**src/rtl/pvcfg_pkg.sv**
```systemverilog
package pvcfg_pkg;
  localparam int unsigned NUM_WORDS = 6;
  localparam int unsigned ISR_OFF   = 32'h38;
  localparam int unsigned DEV_BASE  = 32'h3C;

  typedef enum logic [4:0] {
    F_NONE, F_DFSEL, F_DFEAT, F_GFSEL, F_GFEAT, F_VCFG, F_NUMQ, F_STATUS,
    F_CGEN, F_QSEL, F_QSIZE, F_QVEC, F_QEN, F_QNOFF, F_QADDR, F_ISR, F_DEV
  } field_e;
endpackage

```
**src/rtl/pvcfg_decode.sv**
```systemverilog
module pvcfg_decode import pvcfg_pkg::*; #(
  parameter int unsigned ADDR_W    = 8,
  parameter int unsigned DEV_BYTES = 16
) (
  input  logic [ADDR_W-1:0] addr,
  output field_e            fld,
  output logic [2:0]        word_idx,
  output logic [ADDR_W-1:0] dev_off
);
  logic [31:0] a32;
  assign a32     = 32'(addr);
  assign dev_off = ADDR_W'(a32 - DEV_BASE);

  always_comb begin
    word_idx = 3'd0;
    case (a32)
      32'h00:  fld = F_DFSEL;
      32'h04:  fld = F_DFEAT;
      32'h08:  fld = F_GFSEL;
      32'h0C:  fld = F_GFEAT;
      32'h10:  fld = F_VCFG;
      32'h12:  fld = F_NUMQ;
      32'h14:  fld = F_STATUS;
      32'h15:  fld = F_CGEN;
      32'h16:  fld = F_QSEL;
      32'h18:  fld = F_QSIZE;
      32'h1A:  fld = F_QVEC;
      32'h1C:  fld = F_QEN;
      32'h1E:  fld = F_QNOFF;
      32'h20, 32'h24, 32'h28, 32'h2C, 32'h30, 32'h34: begin
        fld      = F_QADDR;
        word_idx = 3'((a32 - 32'h20) >> 2);
      end
      32'h38:  fld = F_ISR;
      default: fld = (a32 >= DEV_BASE && a32 < DEV_BASE + DEV_BYTES) ? F_DEV : F_NONE;
    endcase
  end
endmodule

```
**src/rtl/pvcfg_queue_file.sv**
```systemverilog
module pvcfg_queue_file import pvcfg_pkg::*; #(
  parameter int unsigned NUM_Q  = 4,
  parameter int unsigned QSEL_W = 2
) (
  input  logic              clk,
  input  logic              rst_n,
  input  logic [QSEL_W-1:0] sel,
  input  logic              size_we,
  input  logic [15:0]       size_wdata,
  input  logic              word_we,
  input  logic [2:0]        word_idx,
  input  logic [31:0]       word_wdata,
  output logic [15:0]       size_rd,
  output logic [31:0]       word_rd
);
  logic [NUM_Q-1:0][15:0]                size_all;
  logic [NUM_Q-1:0][NUM_WORDS-1:0][31:0] words_all;

  for (genvar q = 0; q < NUM_Q; q++) begin : g_q
    logic                       hit;
    logic [15:0]                sz_r;
    logic [NUM_WORDS-1:0][31:0] wd_r;
    assign hit = (sel == QSEL_W'(q));

    always_ff @(posedge clk or negedge rst_n) begin
      if (!rst_n)             sz_r <= '0;
      else if (size_we && hit) sz_r <= size_wdata;
    end

    always_ff @(posedge clk or negedge rst_n) begin
      if (!rst_n) wd_r <= '0;
      else if (word_we && hit) wd_r[word_idx] <= word_wdata;
    end

    assign size_all[q]  = sz_r;
    assign words_all[q] = wd_r;
  end

  assign size_rd = size_all[sel];
  assign word_rd = words_all[sel][word_idx];
endmodule

```
**src/rtl/pvcfg_isr.sv**
```systemverilog
module pvcfg_isr (
  input  logic       clk,
  input  logic       rst_n,
  input  logic [7:0] set,
  input  logic       clr,
  output logic [7:0] value,
  output logic       irq
);
  logic [7:0] val_d;
  assign val_d = (clr ? 8'h00 : value) | set;

  always_ff @(posedge clk or negedge rst_n) begin
    if (!rst_n) value <= 8'h00;
    else        value <= val_d;
  end

  assign irq = |value;
endmodule

```
**src/rtl/pvdev_cfg_regs.sv**
```systemverilog
module pvdev_cfg_regs import pvcfg_pkg::*; #(
  parameter int unsigned ADDR_W       = 8,
  parameter int unsigned NUM_Q        = 4,
  parameter int unsigned DEV_BYTES    = 16,
  parameter logic [31:0] DEV_FEATURES = 32'h0000_0000
) (
  input  logic              clk,
  input  logic              rst_n,
  input  logic              req_valid,
  input  logic              req_write,
  input  logic [ADDR_W-1:0] req_addr,
  input  logic [2:0]        req_size,
  input  logic [31:0]       req_wdata,
  output logic              resp_valid,
  output logic [31:0]       resp_rdata,
  output logic              resp_err,
  input  logic [7:0]        isr_set,
  output logic              irq,
  output logic              dev_req,
  output logic              dev_write,
  output logic [ADDR_W-1:0] dev_offset,
  output logic [2:0]        dev_size,
  output logic [31:0]       dev_wdata,
  input  logic [31:0]       dev_rdata,
  input  logic              dev_err
);
  localparam int unsigned QSEL_W = (NUM_Q > 1) ? $clog2(NUM_Q) : 1;

  // reset: asserted asynchronously, released through two flops
  logic [1:0] rsync;
  logic       rst_core_n;
  always_ff @(posedge clk or negedge rst_n) begin
    if (!rst_n) rsync <= 2'b00;
    else        rsync <= {rsync[0], 1'b1};
  end
  assign rst_core_n = rsync[1];

  field_e     fld;
  logic [2:0] widx;
  pvcfg_decode #(.ADDR_W(ADDR_W), .DEV_BYTES(DEV_BYTES)) u_dec (
    .addr(req_addr), .fld(fld), .word_idx(widx), .dev_off(dev_offset)
  );

  logic wr, rd, sz1, sz2, sz4;
  assign wr  = req_valid &  req_write;
  assign rd  = req_valid & ~req_write;
  assign sz1 = (req_size == 3'd1);
  assign sz2 = (req_size == 3'd2);
  assign sz4 = (req_size == 3'd4);

  logic [31:0]       dfsel_q, dfsel_d, gfsel_q, gfsel_d, gfeat_q, gfeat_d;
  logic [7:0]        status_q, status_d;
  logic [QSEL_W-1:0] qsel_q, qsel_d;
  logic              qsize_we, qword_we, isr_clr, err, rsp_en;
  logic [31:0]       rdata;
  logic [15:0]       qsize_rd;
  logic [31:0]       qword_rd;
  logic [7:0]        isr_val;

  pvcfg_queue_file #(.NUM_Q(NUM_Q), .QSEL_W(QSEL_W)) u_qf (
    .clk(clk), .rst_n(rst_core_n), .sel(qsel_q),
    .size_we(qsize_we), .size_wdata(req_wdata[15:0]),
    .word_we(qword_we), .word_idx(widx), .word_wdata(req_wdata),
    .size_rd(qsize_rd), .word_rd(qword_rd)
  );

  pvcfg_isr u_isr (
    .clk(clk), .rst_n(rst_core_n), .set(isr_set), .clr(isr_clr),
    .value(isr_val), .irq(irq)
  );

  assign dev_req   = req_valid && (fld == F_DEV);
  assign dev_write = req_write;
  assign dev_size  = req_size;
  assign dev_wdata = req_wdata;

  always_comb begin
    dfsel_d = dfsel_q;  gfsel_d = gfsel_q;  gfeat_d = gfeat_q;
    status_d = status_q; qsel_d = qsel_q;
    qsize_we = 1'b0; qword_we = 1'b0; isr_clr = 1'b0;
    err = 1'b0; rdata = 32'h0;
    case (fld)
      F_DFSEL: begin
        rdata = dfsel_q;
        if (wr) begin if (sz4) dfsel_d = req_wdata; else err = 1'b1; end
      end
      F_DFEAT: begin
        rdata = (dfsel_q == 32'd0) ? DEV_FEATURES : (dfsel_q == 32'd1) ? 32'd1 : 32'd0;
        err   = wr;
      end
      F_GFSEL: begin
        rdata = gfsel_q;
        if (wr) begin if (sz4) gfsel_d = req_wdata; else err = 1'b1; end
      end
      F_GFEAT: begin
        rdata = (gfsel_q == 32'd0) ? gfeat_q : 32'd0;
        if (wr) begin
          if (!sz4) err = 1'b1;
          else if (gfsel_q == 32'd0) gfeat_d = req_wdata;
        end
      end
      F_STATUS: begin
        rdata = 32'(status_q);
        if (wr) begin if (sz1) status_d = req_wdata[7:0]; else err = 1'b1; end
      end
      F_QSEL: begin
        rdata = 32'(qsel_q);
        if (wr) begin
          if (!sz2 || req_wdata[15:0] >= 16'(NUM_Q)) err = 1'b1;
          else qsel_d = req_wdata[QSEL_W-1:0];
        end
      end
      F_QSIZE: begin
        rdata = 32'(qsize_rd);
        if (wr) begin if (sz2) qsize_we = 1'b1; else err = 1'b1; end
      end
      F_QADDR: begin
        rdata = qword_rd;
        if (wr) begin if (sz4) qword_we = 1'b1; else err = 1'b1; end
      end
      F_NUMQ:  begin rdata = 32'(NUM_Q); err = wr; end
      F_QNOFF: begin rdata = 32'(qsel_q); err = wr; end
      F_CGEN:  err = wr;
      F_VCFG, F_QVEC, F_QEN: rdata = 32'h0;
      F_ISR: begin
        rdata   = 32'(isr_val);
        isr_clr = rd;
        err     = wr;
      end
      F_DEV: begin
        rdata = dev_rdata;
        err   = dev_err;
      end
      default: err = 1'b1;
    endcase
    if (wr || err) rdata = 32'h0;
  end

  assign rsp_en = req_valid;

  always_ff @(posedge clk or negedge rst_core_n) begin
    if (!rst_core_n) begin
      dfsel_q <= '0; gfsel_q <= '0; gfeat_q <= '0; status_q <= '0; qsel_q <= '0;
    end else if (rsp_en) begin
      dfsel_q <= dfsel_d; gfsel_q <= gfsel_d; gfeat_q <= gfeat_d;
      status_q <= status_d; qsel_q <= qsel_d;
    end
  end

  always_ff @(posedge clk or negedge rst_core_n) begin
    if (!rst_core_n) begin
      resp_valid <= 1'b0; resp_rdata <= 32'h0; resp_err <= 1'b0;
    end else begin
      resp_valid <= req_valid;
      resp_rdata <= rsp_en ? rdata : 32'h0;
      resp_err   <= rsp_en & err;
    end
  end
endmodule

```
**config.mk**
```make
export PLATFORM = sky130hd
export DESIGN_NAME = pvdev_cfg_regs
export DESIGN_NICKNAME = d
export VERILOG_FILES = /design/src/rtl/pvcfg_pkg.sv /design/src/rtl/pvcfg_decode.sv /design/src/rtl/pvcfg_queue_file.sv /design/src/rtl/pvcfg_isr.sv /design/src/rtl/pvdev_cfg_regs.sv
export SDC_FILE = /design/constraint.sdc
export NUM_CORES = 1
export LEC_CHECK = 0
export BUFFER_PORTS_ARGS = -buffer_cell sky130_fd_sc_hd__buf_2
export CAP_MARGIN = 20
export CORE_MARGIN = 2
export CORE_UTILIZATION = 35
export CTS_CLUSTER_SIZE = 28
export DETAILED_ROUTE_END_ITERATION = 16
export GPL_TIMING_DRIVEN = 1
export SLEW_MARGIN = 20
export SYNTH_ARGS = -nofsm -noshare
export SYNTH_HDL_FRONTEND = slang
export SYNTH_SLANG_ARGS = --single-unit
```
**constraint.sdc**
```tcl
create_clock -name clk -period 34.5 [get_ports clk]
set_input_delay 3.45 -clock clk [delete_from_list [all_inputs] [get_ports clk]]
set_output_delay 3.45 -clock clk [all_outputs]
set_load 0.05 [all_outputs]
```
==> qor.csv <==
metric,value,unit
setup TNS,0,ns
PwrDens,47.1,mW/mm2
"Clk pin slew, worst setup/hold paths",0.06,ns
hold wc startpoint,rsync[0]$_DFF_PN0_,
hold depth,0,
worst endpoint required time,31.05,ns
final setup fails,0,
Synth Instances,2933,
NetSw,546,uW
"commonest cells after routing, fill and taps aside","dfrtp_1 (979), mux2_2 (562), mux2_1 (377)",
die area,0.130,mm2
CTS Sinks,982,
DP HPWL,69.7,mm
Cell variety after synth,66,
CTS tree,yes,
Worst-Skew Late Latency,0.71,ns
WL/cell,25.8,um
share of cells above drive strength 1,0.400,
worst-margin pin slew,1.07,ns
worst-path fanout max,14,
placed cell areas,0.0467,mm2
GRT Overall Usage,0.186,
"most common cell after layout, fill and taps aside",dfrtp_1,
hold_ws,0.349,ns
drt first pass iters,5,
# resized after CTS,0,
maximum clock rate,0.107,GHz
crit path kind,in -> out,
grt total ovfl,0,
final critical-path share of the clock period,0.271,
hold path endpoint,rsync[1]$_DFF_PN0_,
Int Power,1820,uW
Hold Fails Final Rpt,0,
register-to-register setup slack,30.18,ns
Finished Cell Area,0.0501,mm2
P_leak,0.0242,uW
Seq pwr share,0.490,
#FFs+latches synth,982,
# DRC,0,
Critical Path End Type,output pin,
Final Max Tran Viols,0,
WL final,121,mm
worst r2r src,rsync[1]$_DFF_PN0_,
post-route ant nets,0,
Clock Power Share,0.475,
dpl ws,25.21,ns
Ports,168,
detailed-route via count,26100,
Mapped Area,0.0445,mm2
Rel. slew slack,0.285,
Starting Density,0.354,
die width,361,um
clock root buffer,clkbuf_16,
sequential cell area fraction in the yosys report,0.552,
global-route wire length before repair,182,mm
arrival time at the worst endpoint,5.88,ns
num rows,130,
mean post-synth cell area,15.2,um2
Yosys Warn Count,0,
Area Overhead vs Synth,12.6,%
Worst setup SP type,input port,
Die Y,361,um
GP Congestion,0.818,
status,"finished, final reports clean",
via count of the first global-routing pass,26900,
Max Clock Skew,0.0288,ns
final critical-path required period,9.33,ns
Finished Core Util,0.398,
total CTS buffers,101,
R2R Path End,u_qf.g_q[2].wd_r[157]$_DFFE_PN0P_,
core area,0.126,mm2
# hold bufs at CTS,0,
Setup WS post-layout,25.17,ns
min-delay worst type,reg -> reg,
Post-synth EDFFs,0,
Max H-tree Level,3,
largest net degree at the start of global routing,158,
Bufs on Longest Clock Path,3,
maximum VDD drop,0.0425,mV
Synth Flop Type,dfrtp_1,
max-cap viol count,0,
# port buffers,167,
Reg2Reg Depth,4,
syn_nets,3025,
post-layout net count,3052,
combinational share of power,0.035,
Post-synth ARST share,1.00,
initial antenna violation count,3,
Initial DRC Count,2017,
RSZ-0062 raised after global routing,no,
setup bufs post-CTS,0,
switch share,0.231,
vias per inst,5.57,
## worst max path at each step
stage          slack [ns]                     end          startpoint  depth (start not counted)
5_1_grt             25.07                 dev_req         req_addr[3]                          8
2_1_floorplan        5.10  dfsel_q[0]$_DFFE_PN0P_  rsync[1]$_DFF_PN0_                          0
3_5_place_dp        25.21                 dev_req         req_addr[3]                          8
3_3_place_gp        25.28                 dev_req         req_addr[3]                          8
6_report            25.17                 dev_req         req_addr[3]                          8
4_1_cts             25.20                 dev_req         req_addr[3]                          8
## power groups by stage
| stage | Combinational, uW | Sequential, uW | Clock [uW] |
|---|---|---|---|
| final | 83.7 | 1160 | 1120 |
| after global routing | 92.0 | 1160 | 1190 |
| after CTS | 85.6 | 1160 | 1140 |
| after detailed placement | 85.5 | 1180 | 0 |
| after global placement | 85.8 | 1180 | 0 |
| after floorplan | 36.7 | 1190 | 0 |
## Yosys cell counts (31+ instances only)
cell / number / area, um2
buf_4: 39 / 293
clkbuf_1: 165 / 619
buf_2: 64 / 320
a21oi_1: 49 / 245
o21ai_0: 35 / 175
o22ai_1: 34 / 213
mux2_1: 377 / 4250
buf_1: 40 / 150
o221ai_1: 31 / 272
nor3_1: 41 / 205
mux2i_1: 31 / 310
mux4_2: 208 / 4680
nand2_1: 36 / 135
mux2_2: 562 / 6330
dfrtp_1: 982 / 24600
## routing by layer
layer / share of wire / track usage / vias up
li1: - / - / 11100
met1: 0.45 / 0.258 / 14200
met2: 0.48 / 0.302 / 655
met3: 0.053 / 0.0305 / 150
met4: 0.022 / 0.0533 / 2
met5: 0.00011 / 0 / -
## through the flow
| stage | cells | total power (uW) |
|---|---|---|
| floorplan | 2933 | 1230 |
| global placement | 4507 | 1260 |
| detailed placement | 4507 | 1260 |
| CTS | 4692 | 2390 |
| global route | 4692 | 2440 |
| finish | 4695 | 2360 |
## sequential cells by signal (all words and copies together) (netlist names)
register,count
dfsel_q,32
gfeat_q,32
gfsel_q,32
qsel_q,2
resp_err,1
resp_rdata,32
resp_valid,1
rsync,2
status_q,8
u_isr.value,8
u_qf.g_q.sz_r,64
u_qf.g_q.wd_r,768
## cell type report
cell class	instances	area (um2)
Multi-Input combinational cell	1636	18700
Inverter	6	22.5
Clock inverter	39	455
Clock buffer	146	2940
Fill cell	11600	75800
Sequential cell	982	24600
Antenna cell	3	7.51
Timing Repair Buffer	233	1370
Tap cell	1650	2060
## critical path: stages
cell and delay (ns):
buf_2 0.38, inv_1 0.23, ha_1 0.29, or3_1 0.42
a221oi_2 0.35, o21a_1 0.27, and3_1 0.20, buf_2 0.26
## cell families (layout without fill, tap and decap cells)
group | count (synthesis) | in the layout | synth area share
muxes | 1178 | 1178 | 0.350
DFF | 982 | 982 | 0.552
buffers and inverters | 315 | 424 | 0.0318
AOI/OAI and AO/OA | 258 | 258 | 0.0401
and+or+nand+nor | 191 | 191 | 0.0243
adders and majority gates | 4 | 4 | 0.00112
xor gates and xnor gates | 4 | 4 | 0.000787
other | 1 | 4 | 0.0000842
Power figures use the tool's default switching activity.
